**config.mk**
```make
export PLATFORM = sky130hd
export DESIGN_NAME = unpack_hi_unit
export DESIGN_NICKNAME = d
export VERILOG_FILES = /design/src/rtl/unpk_pkg.sv /design/src/rtl/unpk_decode.sv /design/src/rtl/unpk_interleave.sv /design/src/rtl/unpk_issue_fsm.sv /design/src/rtl/unpk_delay_line.sv /design/src/rtl/unpack_hi_unit.sv
export SDC_FILE = /design/constraint.sdc
export NUM_CORES = 1
export LEC_CHECK = 0
export ABC_AREA = 1
export BUFFER_PORTS_ARGS = -buffer_cell sky130_fd_sc_hd__buf_4
export CAP_MARGIN = 0
export CORE_ASPECT_RATIO = 0.5
export CORE_MARGIN = 4
export CORE_UTILIZATION = 55
export DETAILED_ROUTE_END_ITERATION = 8
export PLACE_DENSITY_LB_ADDON = 0.2
export SLEW_MARGIN = 30
export SYNTH_ARGS = -nofsm -noshare
export SYNTH_HDL_FRONTEND = slang
export SYNTH_SLANG_ARGS = --single-unit
```
**constraint.sdc**
```tcl
create_clock -name clk -period 2 [get_ports clk]
set_input_delay 0.3 -clock clk [delete_from_list [all_inputs] [get_ports clk]]
set_output_delay 0.3 -clock clk [all_outputs]
set_load 0.03 [all_outputs]
```
**src/rtl/unpk_pkg.sv**
```systemverilog
package unpk_pkg;

    localparam int DATA_W     = 128;
    localparam int LAT_NARROW = 2;
    localparam int LAT_WIDE   = 4;

    localparam logic [7:0] OPC_BYTE  = 8'h68;
    localparam logic [7:0] OPC_WORD  = 8'h69;
    localparam logic [7:0] OPC_DWORD = 8'h6A;
    localparam logic [7:0] OPC_QWORD = 8'h6D;

    typedef enum logic [1:0] {
        ESZ_BYTE  = 2'd0,
        ESZ_WORD  = 2'd1,
        ESZ_DWORD = 2'd2,
        ESZ_QWORD = 2'd3
    } esz_e;

    typedef enum logic [1:0] {
        GATE_OPEN   = 2'd0,
        GATE_HOLD_A = 2'd1,
        GATE_HOLD_B = 2'd2
    } gate_e;

endpackage

```
**src/rtl/unpk_decode.sv**
```systemverilog
module unpk_decode
    import unpk_pkg::*;
(
    input  logic [7:0] opcode,
    input  logic       wide,
    output esz_e       esz,
    output logic       illegal,
    output logic       short_lat
);

    always_comb begin
        esz     = ESZ_BYTE;
        illegal = 1'b0;
        case (opcode)
            OPC_BYTE:  esz = ESZ_BYTE;
            OPC_WORD:  esz = ESZ_WORD;
            OPC_DWORD: esz = ESZ_DWORD;
            OPC_QWORD: begin
                esz     = ESZ_QWORD;
                illegal = !wide;      // quadword exists only at full width
            end
            default:   illegal = 1'b1;
        endcase
        short_lat = illegal || !wide;
    end

endmodule

```
**src/rtl/unpk_interleave.sv**
```systemverilog
module unpk_interleave
    import unpk_pkg::*;
#(
    parameter int DW = DATA_W
) (
    input  logic [DW-1:0] dst,
    input  logic [DW-1:0] src,
    input  esz_e          esz,
    input  logic          wide,
    output logic [DW-1:0] res
);

    localparam int QW = DW / 4;   // upper-half width in narrow mode

    logic [DW-1:0] cand [8];
    logic          unused_lo;

    assign unused_lo = ^{dst[QW-1:0], src[QW-1:0]};

    for (genvar md = 0; md < 2; md++) begin : g_mode
        localparam int HW = QW * (md + 1);
        for (genvar sz = 0; sz < 4; sz++) begin : g_size
            localparam int EW = 8 << sz;
            if (EW <= HW) begin : g_ok
                localparam int N = HW / EW;
                logic [2*HW-1:0] pk;
                for (genvar k = 0; k < N; k++) begin : g_elem
                    assign pk[(2*k)*EW   +: EW] = dst[HW + k*EW +: EW];
                    assign pk[(2*k+1)*EW +: EW] = src[HW + k*EW +: EW];
                end
                if (2*HW < DW) begin : g_pad
                    assign cand[md*4+sz] = {{(DW-2*HW){1'b0}}, pk};
                end else begin : g_full
                    assign cand[md*4+sz] = pk;
                end
            end else begin : g_none
                assign cand[md*4+sz] = '0;
            end
        end
    end

    assign res = cand[{wide, esz}];

endmodule

```
**src/rtl/unpk_issue_fsm.sv**
```systemverilog
module unpk_issue_fsm
    import unpk_pkg::*;
(
    input  logic clk,
    input  logic rst_n,
    input  logic req_short,
    input  logic acc_wide,
    output logic ready
);

    gate_e state_q, state_d;

    always_ff @(posedge clk) begin
        if (!rst_n) state_q <= GATE_OPEN;
        else        state_q <= state_d;
    end

    always_comb begin
        state_d = state_q;
        if (acc_wide) begin
            state_d = GATE_HOLD_A;                 // T_WIDE_ISSUE
        end else begin
            unique case (state_q)
                GATE_OPEN:   state_d = GATE_OPEN;
                GATE_HOLD_A: state_d = GATE_HOLD_B; // T_AGE
                GATE_HOLD_B: state_d = GATE_OPEN;   // T_RELEASE
                default:     state_d = GATE_OPEN;
            endcase
        end
    end

    always_comb begin
        unique case (state_q)
            GATE_OPEN:   ready = 1'b1;
            GATE_HOLD_A,
            GATE_HOLD_B: ready = !req_short;
            default:     ready = 1'b1;
        endcase
    end

    AST_SHORT_BLOCK_1: assert property (@(posedge clk) disable iff (!rst_n)
        acc_wide |=> !(req_short && ready));
    AST_SHORT_BLOCK_2: assert property (@(posedge clk) disable iff (!rst_n)
        acc_wide |-> ##2 !(req_short && ready));
    AST_WIDE_NEVER_BLOCKED: assert property (@(posedge clk) disable iff (!rst_n)
        !req_short |-> ready);

endmodule

```
**src/rtl/unpk_delay_line.sv**
```systemverilog
module unpk_delay_line
    import unpk_pkg::*;
#(
    parameter int DW    = DATA_W,
    parameter int LAT_N = LAT_NARROW,
    parameter int LAT_W = LAT_WIDE
) (
    input  logic          clk,
    input  logic          rst_n,
    input  logic          ins_vld,
    input  logic          ins_ill,
    input  logic          ins_short,
    input  logic [DW-1:0] ins_data,
    output logic          head_vld,
    output logic          head_ill,
    output logic [DW-1:0] head_data
);

    localparam int DEPTH = LAT_W;
    localparam int NPOS  = LAT_N - 1;
    localparam int WPOS  = LAT_W - 1;

    logic          vld_q [DEPTH];
    logic          ill_q [DEPTH];
    logic [DW-1:0] dat_q [DEPTH];
    logic          vld_d [DEPTH];
    logic          ill_d [DEPTH];
    logic [DW-1:0] dat_d [DEPTH];

    always_comb begin
        for (int i = 0; i < DEPTH - 1; i++) begin
            vld_d[i] = vld_q[i+1];
            ill_d[i] = ill_q[i+1];
            dat_d[i] = dat_q[i+1];
        end
        vld_d[DEPTH-1] = 1'b0;
        ill_d[DEPTH-1] = 1'b0;
        dat_d[DEPTH-1] = dat_q[DEPTH-1];
        // the head keeps its data unless a legal result moves in
        if (!(vld_q[1] && !ill_q[1])) dat_d[0] = dat_q[0];
        if (ins_vld) begin
            if (ins_short) begin
                vld_d[NPOS] = 1'b1;
                ill_d[NPOS] = ins_ill;
                if (!ins_ill) dat_d[NPOS] = ins_data;
            end else begin
                vld_d[WPOS] = 1'b1;
                ill_d[WPOS] = 1'b0;
                dat_d[WPOS] = ins_data;
            end
        end
    end

    always_ff @(posedge clk) begin
        if (!rst_n) begin
            for (int i = 0; i < DEPTH; i++) begin
                vld_q[i] <= 1'b0;
                ill_q[i] <= 1'b0;
                dat_q[i] <= '0;
            end
        end else begin
            for (int i = 0; i < DEPTH; i++) begin
                vld_q[i] <= vld_d[i];
                ill_q[i] <= ill_d[i];
                dat_q[i] <= dat_d[i];
            end
        end
    end

    assign head_vld  = vld_q[0];
    assign head_ill  = ill_q[0];
    assign head_data = dat_q[0];

    AST_SHORT_SLOT_FREE: assert property (@(posedge clk) disable iff (!rst_n)
        (ins_vld && ins_short) |-> !vld_q[NPOS+1]);
    AST_NO_OVERTAKE: assert property (@(posedge clk) disable iff (!rst_n)
        (ins_vld && ins_short) |-> !vld_q[WPOS]);

endmodule

```
**src/rtl/unpack_hi_unit.sv**
```systemverilog
module unpack_hi_unit
    import unpk_pkg::*;
#(
    parameter int DW = DATA_W
) (
    input  logic          clk,
    input  logic          rst_n,
    input  logic          in_valid,
    output logic          in_ready,
    input  logic [7:0]    in_opcode,
    input  logic          in_wide,
    input  logic [DW-1:0] in_dst,
    input  logic [DW-1:0] in_src,
    output logic          out_valid,
    output logic          out_illegal,
    output logic [DW-1:0] out_result
);

    esz_e          dec_esz;
    logic          dec_ill;
    logic          dec_short;
    logic          acc;
    logic          acc_wide;
    logic [DW-1:0] lane_res;
    logic          head_vld;
    logic          head_ill;

    unpk_decode u_decode (
        .opcode    (in_opcode),
        .wide      (in_wide),
        .esz       (dec_esz),
        .illegal   (dec_ill),
        .short_lat (dec_short)
    );

    unpk_interleave #(.DW(DW)) u_lanes (
        .dst  (in_dst),
        .src  (in_src),
        .esz  (dec_esz),
        .wide (in_wide),
        .res  (lane_res)
    );

    unpk_issue_fsm u_gate (
        .clk       (clk),
        .rst_n     (rst_n),
        .req_short (dec_short),
        .acc_wide  (acc_wide),
        .ready     (in_ready)
    );

    assign acc      = in_valid && in_ready;
    assign acc_wide = acc && !dec_short;

    unpk_delay_line #(.DW(DW)) u_pipe (
        .clk       (clk),
        .rst_n     (rst_n),
        .ins_vld   (acc),
        .ins_ill   (dec_ill),
        .ins_short (dec_short),
        .ins_data  (lane_res),
        .head_vld  (head_vld),
        .head_ill  (head_ill),
        .head_data (out_result)
    );

    assign out_valid   = head_vld && !head_ill;
    assign out_illegal = head_vld && head_ill;

    AST_NARROW_LATENCY: assert property (@(posedge clk) disable iff (!rst_n)
        (acc && dec_short && !dec_ill) |-> ##2 out_valid);
    AST_WIDE_LATENCY: assert property (@(posedge clk) disable iff (!rst_n)
        acc_wide |-> ##4 out_valid);
    AST_NARROW_UPPER_ZERO: assert property (@(posedge clk) disable iff (!rst_n)
        (acc && dec_short && !dec_ill) |-> ##2 (out_result[DW-1:DW/2] == '0));
    AST_ILLEGAL_REPORT: assert property (@(posedge clk) disable iff (!rst_n)
        (acc && dec_ill) |-> ##2 (out_illegal && !out_valid));
    AST_EXCLUSIVE_OUT: assert property (@(posedge clk) disable iff (!rst_n)
        !(out_valid && out_illegal));
    AST_RESULT_HELD: assert property (@(posedge clk) disable iff (!rst_n)
        !out_valid |-> $stable(out_result));

endmodule

```
==> metrics.log <==
[metrics] finished layout cell area: around 25,000 um2
[metrics] final setup violation count: 0
[metrics] buffering stage count on the worst path with inverters included: 3
[metrics] power density over the cells: 842 nW/um2
[metrics] overall via count from detail_route: ~19k
[metrics] fraction of synthesized cell area taken by the top area cell type: 0.512
[metrics] effective utilization at floorplan: 0.562
[metrics] Final Routed Wirelength: around 59,000 um
[metrics] first-pass GRT wire length: a little over 90,000 um
[metrics] total leakage power: about 13 nW
[metrics] setup slack, reg-to-reg: between 0.3 and 0.4 ns
[metrics] vias in the first global route: between 15k and 20k
[metrics] multiplexer share of the synthesized area: 0
[metrics] relative slew slack: 0.531
[metrics] element type at the critical path start: flop
[metrics] most common cell after layout, fill and taps aside: nand2_1
[metrics] mapped cell area: 20,400 um2
[metrics] Vias/cell: around 5.0
[metrics] Core Region: between 30,000 and 40,000 um2
[metrics] placed cell areas: 23,700 um2
[metrics] result of the run: completed
[metrics] share of cells above drive strength 1: 0.153
[metrics] count of endpoints failing hold in the final timing report: 0
[metrics] share of the synthesized netlist area taken by xor and xnor gates: 0
[metrics] All-Layer GR Usage: 0.286
[metrics] sequential area share after synthesis: 0.512
[metrics] max_cap viols: 0
[metrics] Worst Max-Slew Pin Slew: 0.703 ns
[metrics] overflow left after global routing: 0
[metrics] synthesis-to-layout area growth: 24.6%
[metrics] maximum number of pins on one net before global-route repair: about 130
[metrics] maximum clock insertion buffer count: 3
[metrics] count of buffers inserted at the top-level ports: about 330
[metrics] sequential fraction of design power: 0.497
[metrics] peak fanout along the critical path: 3
[metrics] class of the tightest hold or removal check: in2reg
[metrics] Post-Syn Area per Cell: about 7 um2
[metrics] H-tree depth: 2
[metrics] worst vdd rail ir drop: 655 uV
[metrics] part of the total power dissipated in combinational logic: 0.090
[metrics] final sum of negative setup slack: 0 ns
[metrics] startpoint of the lowest-slack hold path: in_src[89]
[metrics] RSZ-0062 raised after global routing: no
[metrics] count of synthesis-stage warnings from yosys: 0
[metrics] latest clock arrival within the worst-skew pair: about 0.57 ns
[metrics] Syn Inst Count: a little under 3k
[metrics] synthesized-area fraction occupied by ao, oa, aoi and oai cells: 0.0915
[metrics] number of cells traversed by the worst hold path: 3
[metrics] Crit path top cell by count: inv_1
[metrics] Post-Syn Nets: about 3.2k
[metrics] synth top area cells: dfxtp_1 51%, nand2_1 16%, nor2_1 9.2%
[metrics] type of element capturing the critical path: output pin
[metrics] FF+latch count, synth: between 500 and 600
[metrics] library cell contributing the largest single delay on the critical path: dfxtp_1
[metrics] crit path time final: approximately 1.8 ns
[metrics] delay-heaviest family, CP: flip-flops
[metrics] filler instances: 3,024
[metrics] residual antenna-violating net count after detailed routing: 0
[metrics] worst reg-to-reg path cell count: 7
[metrics] RR Startpoint: u_gate.state_q[1]$_SDFF_PP0_
[metrics] cell chosen for the clock root: clkbuf_16
[metrics] Max Clock Skew: 0.0267 ns
[metrics] Setup CP Type: reg2out
[metrics] Post-DP HPWL: 40,500 um
[metrics] basic-gate share of the synthesized area counting and, or, nand and nor cells: 0.289
[metrics] Clk pin slew, worst setup/hold paths: roughly 0.070 ns
[metrics] cts bufs inserted: 43
[metrics] ports placed on the boundary: about 400
[metrics] most used cells in the layout excluding fill and tap cells: 891 x nand2_1, 521 x dfxtp_1, 500 x nor2_1
[metrics] maximum single-stage delay on the critical path: between 0.3 and 0.4 ns
[metrics] endpoint required time on the critical path: 1.70 ns
[metrics] internal cell power: 16.3 mW
[metrics] NumNets Final: 3,499
[metrics] overall die area: 40,300 um2
[metrics] worst-case hold path end point: u_pipe.dat_q[3][57]$_SDFFE_PN0P_
[metrics] cell breakdown of the critical path: inv_1, ha_1, inv_1, nand2_1, buf_4
[metrics] power dissipated by switching net loads: ~5.1 mW
[metrics] average wire per cell in the routed design: approximately 16 um
[metrics] fraction of power spent switching nets: 0.238
[metrics] utilization of the core after routing: 0.700
[metrics] vertical die dimension: about 140 um
[metrics] reg2reg end: u_pipe.dat_q[1][44]$_SDFF_PN0_
[metrics] worst hold slack after final layout: roughly 0.023 ns
[metrics] post-synth top area cell: dfxtp_1
[metrics] total clock sinks: 521
[metrics] clock tree from TritonCTS: yes
[metrics] initial antenna violation count: 6
[metrics] Final Max Tran Viols: 0
[metrics] first-iteration detailed-routing DRC count: around 1.8k
[metrics] Remaining DRCs: 0
[metrics] Critical Path AT: 1.54 ns
[metrics] final period utilization: 0.922
[metrics] std cell rows: 49
[metrics] die width: about 280 um
[metrics] adder-cell share of the synthesized area: 0.000615
[metrics] final estimated routing congestion in global placement: roughly 0.96
[metrics] combinational family with the most area after synthesis: simple AND/OR/NAND/NOR gates
[metrics] Peak Freq: approximately 0.54 GHz
[metrics] length of the first detailed-routing pass in iterations: 6
[metrics] Netlist cell types: 28
[metrics] clock network power share: 0.413
## cells in the mapped netlist
cell and number:
nand2_1 893, dfxtp_1 521, nor2_1 501, inv_1 375, o21ai_0 249, clkbuf_1 108
nand3_1 93, buf_2 58, a21oi_1 32, o211ai_1 23, o21bai_1 22, nand4_1 13
a22oi_1 8, o21ai_1 7, buf_1 5, buf_4 4, inv_2 4, nand2_2 3
nor2_2 3, nor2_4 2, a21oi_4 1, clkinv_1 1, conb_1 1, ha_1 1
nand3_4 1, nand3b_1 1, nor3_2 1, o22ai_1 1
## per-stage QoR
step	power [mW]	std cells	worst slack [ns]
6_report	21.4	3751	0.156
4_1_cts	21.5	3744	0.147
3_3_place_gp	12.7	3652	0.0416
3_5_place_dp	12.7	3652	0.0337
2_1_floorplan	11.8	2932	0.363
5_1_grt	22.1	3750	0.0617
## layer usage
| layer | up-vias | routed length [um] | track usage |
|---|---|---|---|
| li1 | 9419 | - | - |
| met1 | 8404 | 27900 | 0.416 |
| met2 | 633 | 25400 | 0.434 |
| met3 | 117 | 4120 | 0.0489 |
| met4 | 0 | 1940 | 0.0969 |
| met5 | - | 0 | 0 |
## cell families after synthesis
logic type | after synthesis
other | 1
flip-flops | 521
buffers and inverters | 555
AND/OR/NAND/NOR | 1511
AO/OA/AOI/OAI | 343
adder cells (fa/ha/maj) | 1
## worst reg2reg max path: cells and delay by family (launching register included)
kind                       cells  cell delay, ns
adders and majority gates      1            0.31
buffers and inverters          2            0.52
DFF                            1            0.31
and+or+nand+nor                4            0.44
## sequential cells by signal, summed over array words and instances, names as in the netlist
register        cells
u_pipe.vld_q        4
u_gate.state_q      2
u_pipe.dat_q      512
u_pipe.ill_q        3
## power by group through the flow
stage,clock network (mW),logic [mW],registers [mW]
6_report,8.82,1.93,10.6
5_1_grt,9.37,2.10,10.6
4_1_cts,8.93,1.93,10.6
3_5_place_dp,0,1.89,10.9
2_1_floorplan,0,0.709,11.1
3_3_place_gp,0,1.88,10.9
## worst max-delay path by stage
stage	slack (ns)	end	start	depth (start not counted)
floorplan	0.36	u_pipe.dat_q[3][90]$_SDFFE_PN0P_	in_opcode[7]	10
global placement	0.04	u_pipe.dat_q[1][15]$_SDFF_PN0_	in_opcode[7]	11
detailed placement	0.03	u_pipe.dat_q[1][21]$_SDFF_PN0_	in_opcode[1]	10
CTS	0.15	in_ready	u_gate.state_q[1]$_SDFF_PP0_	5
global route	0.06	in_ready	u_gate.state_q[1]$_SDFF_PP0_	5
finish	0.16	in_ready	u_gate.state_q[1]$_SDFF_PP0_	5
## layout make-up
cell class	count	area, um2	area share
flip-flops and latches	521	10400	0.411
diodes	7	17.5	0.000691
clock inverters	17	238	0.00937
inverters	380	1430	0.0563
repair buffers	428	3640	0.143
well taps	484	606	0.0239
multi-input cells	1856	7780	0.307
clock buffers	58	1220	0.0482
## timing repair
action                    CTS  global route
setup buffers               0             0
hold endpoints to repair   17             0
resized for setup           0             0
hold buffers               17             0
Note: power is estimated with default switching activity, not from simulation.
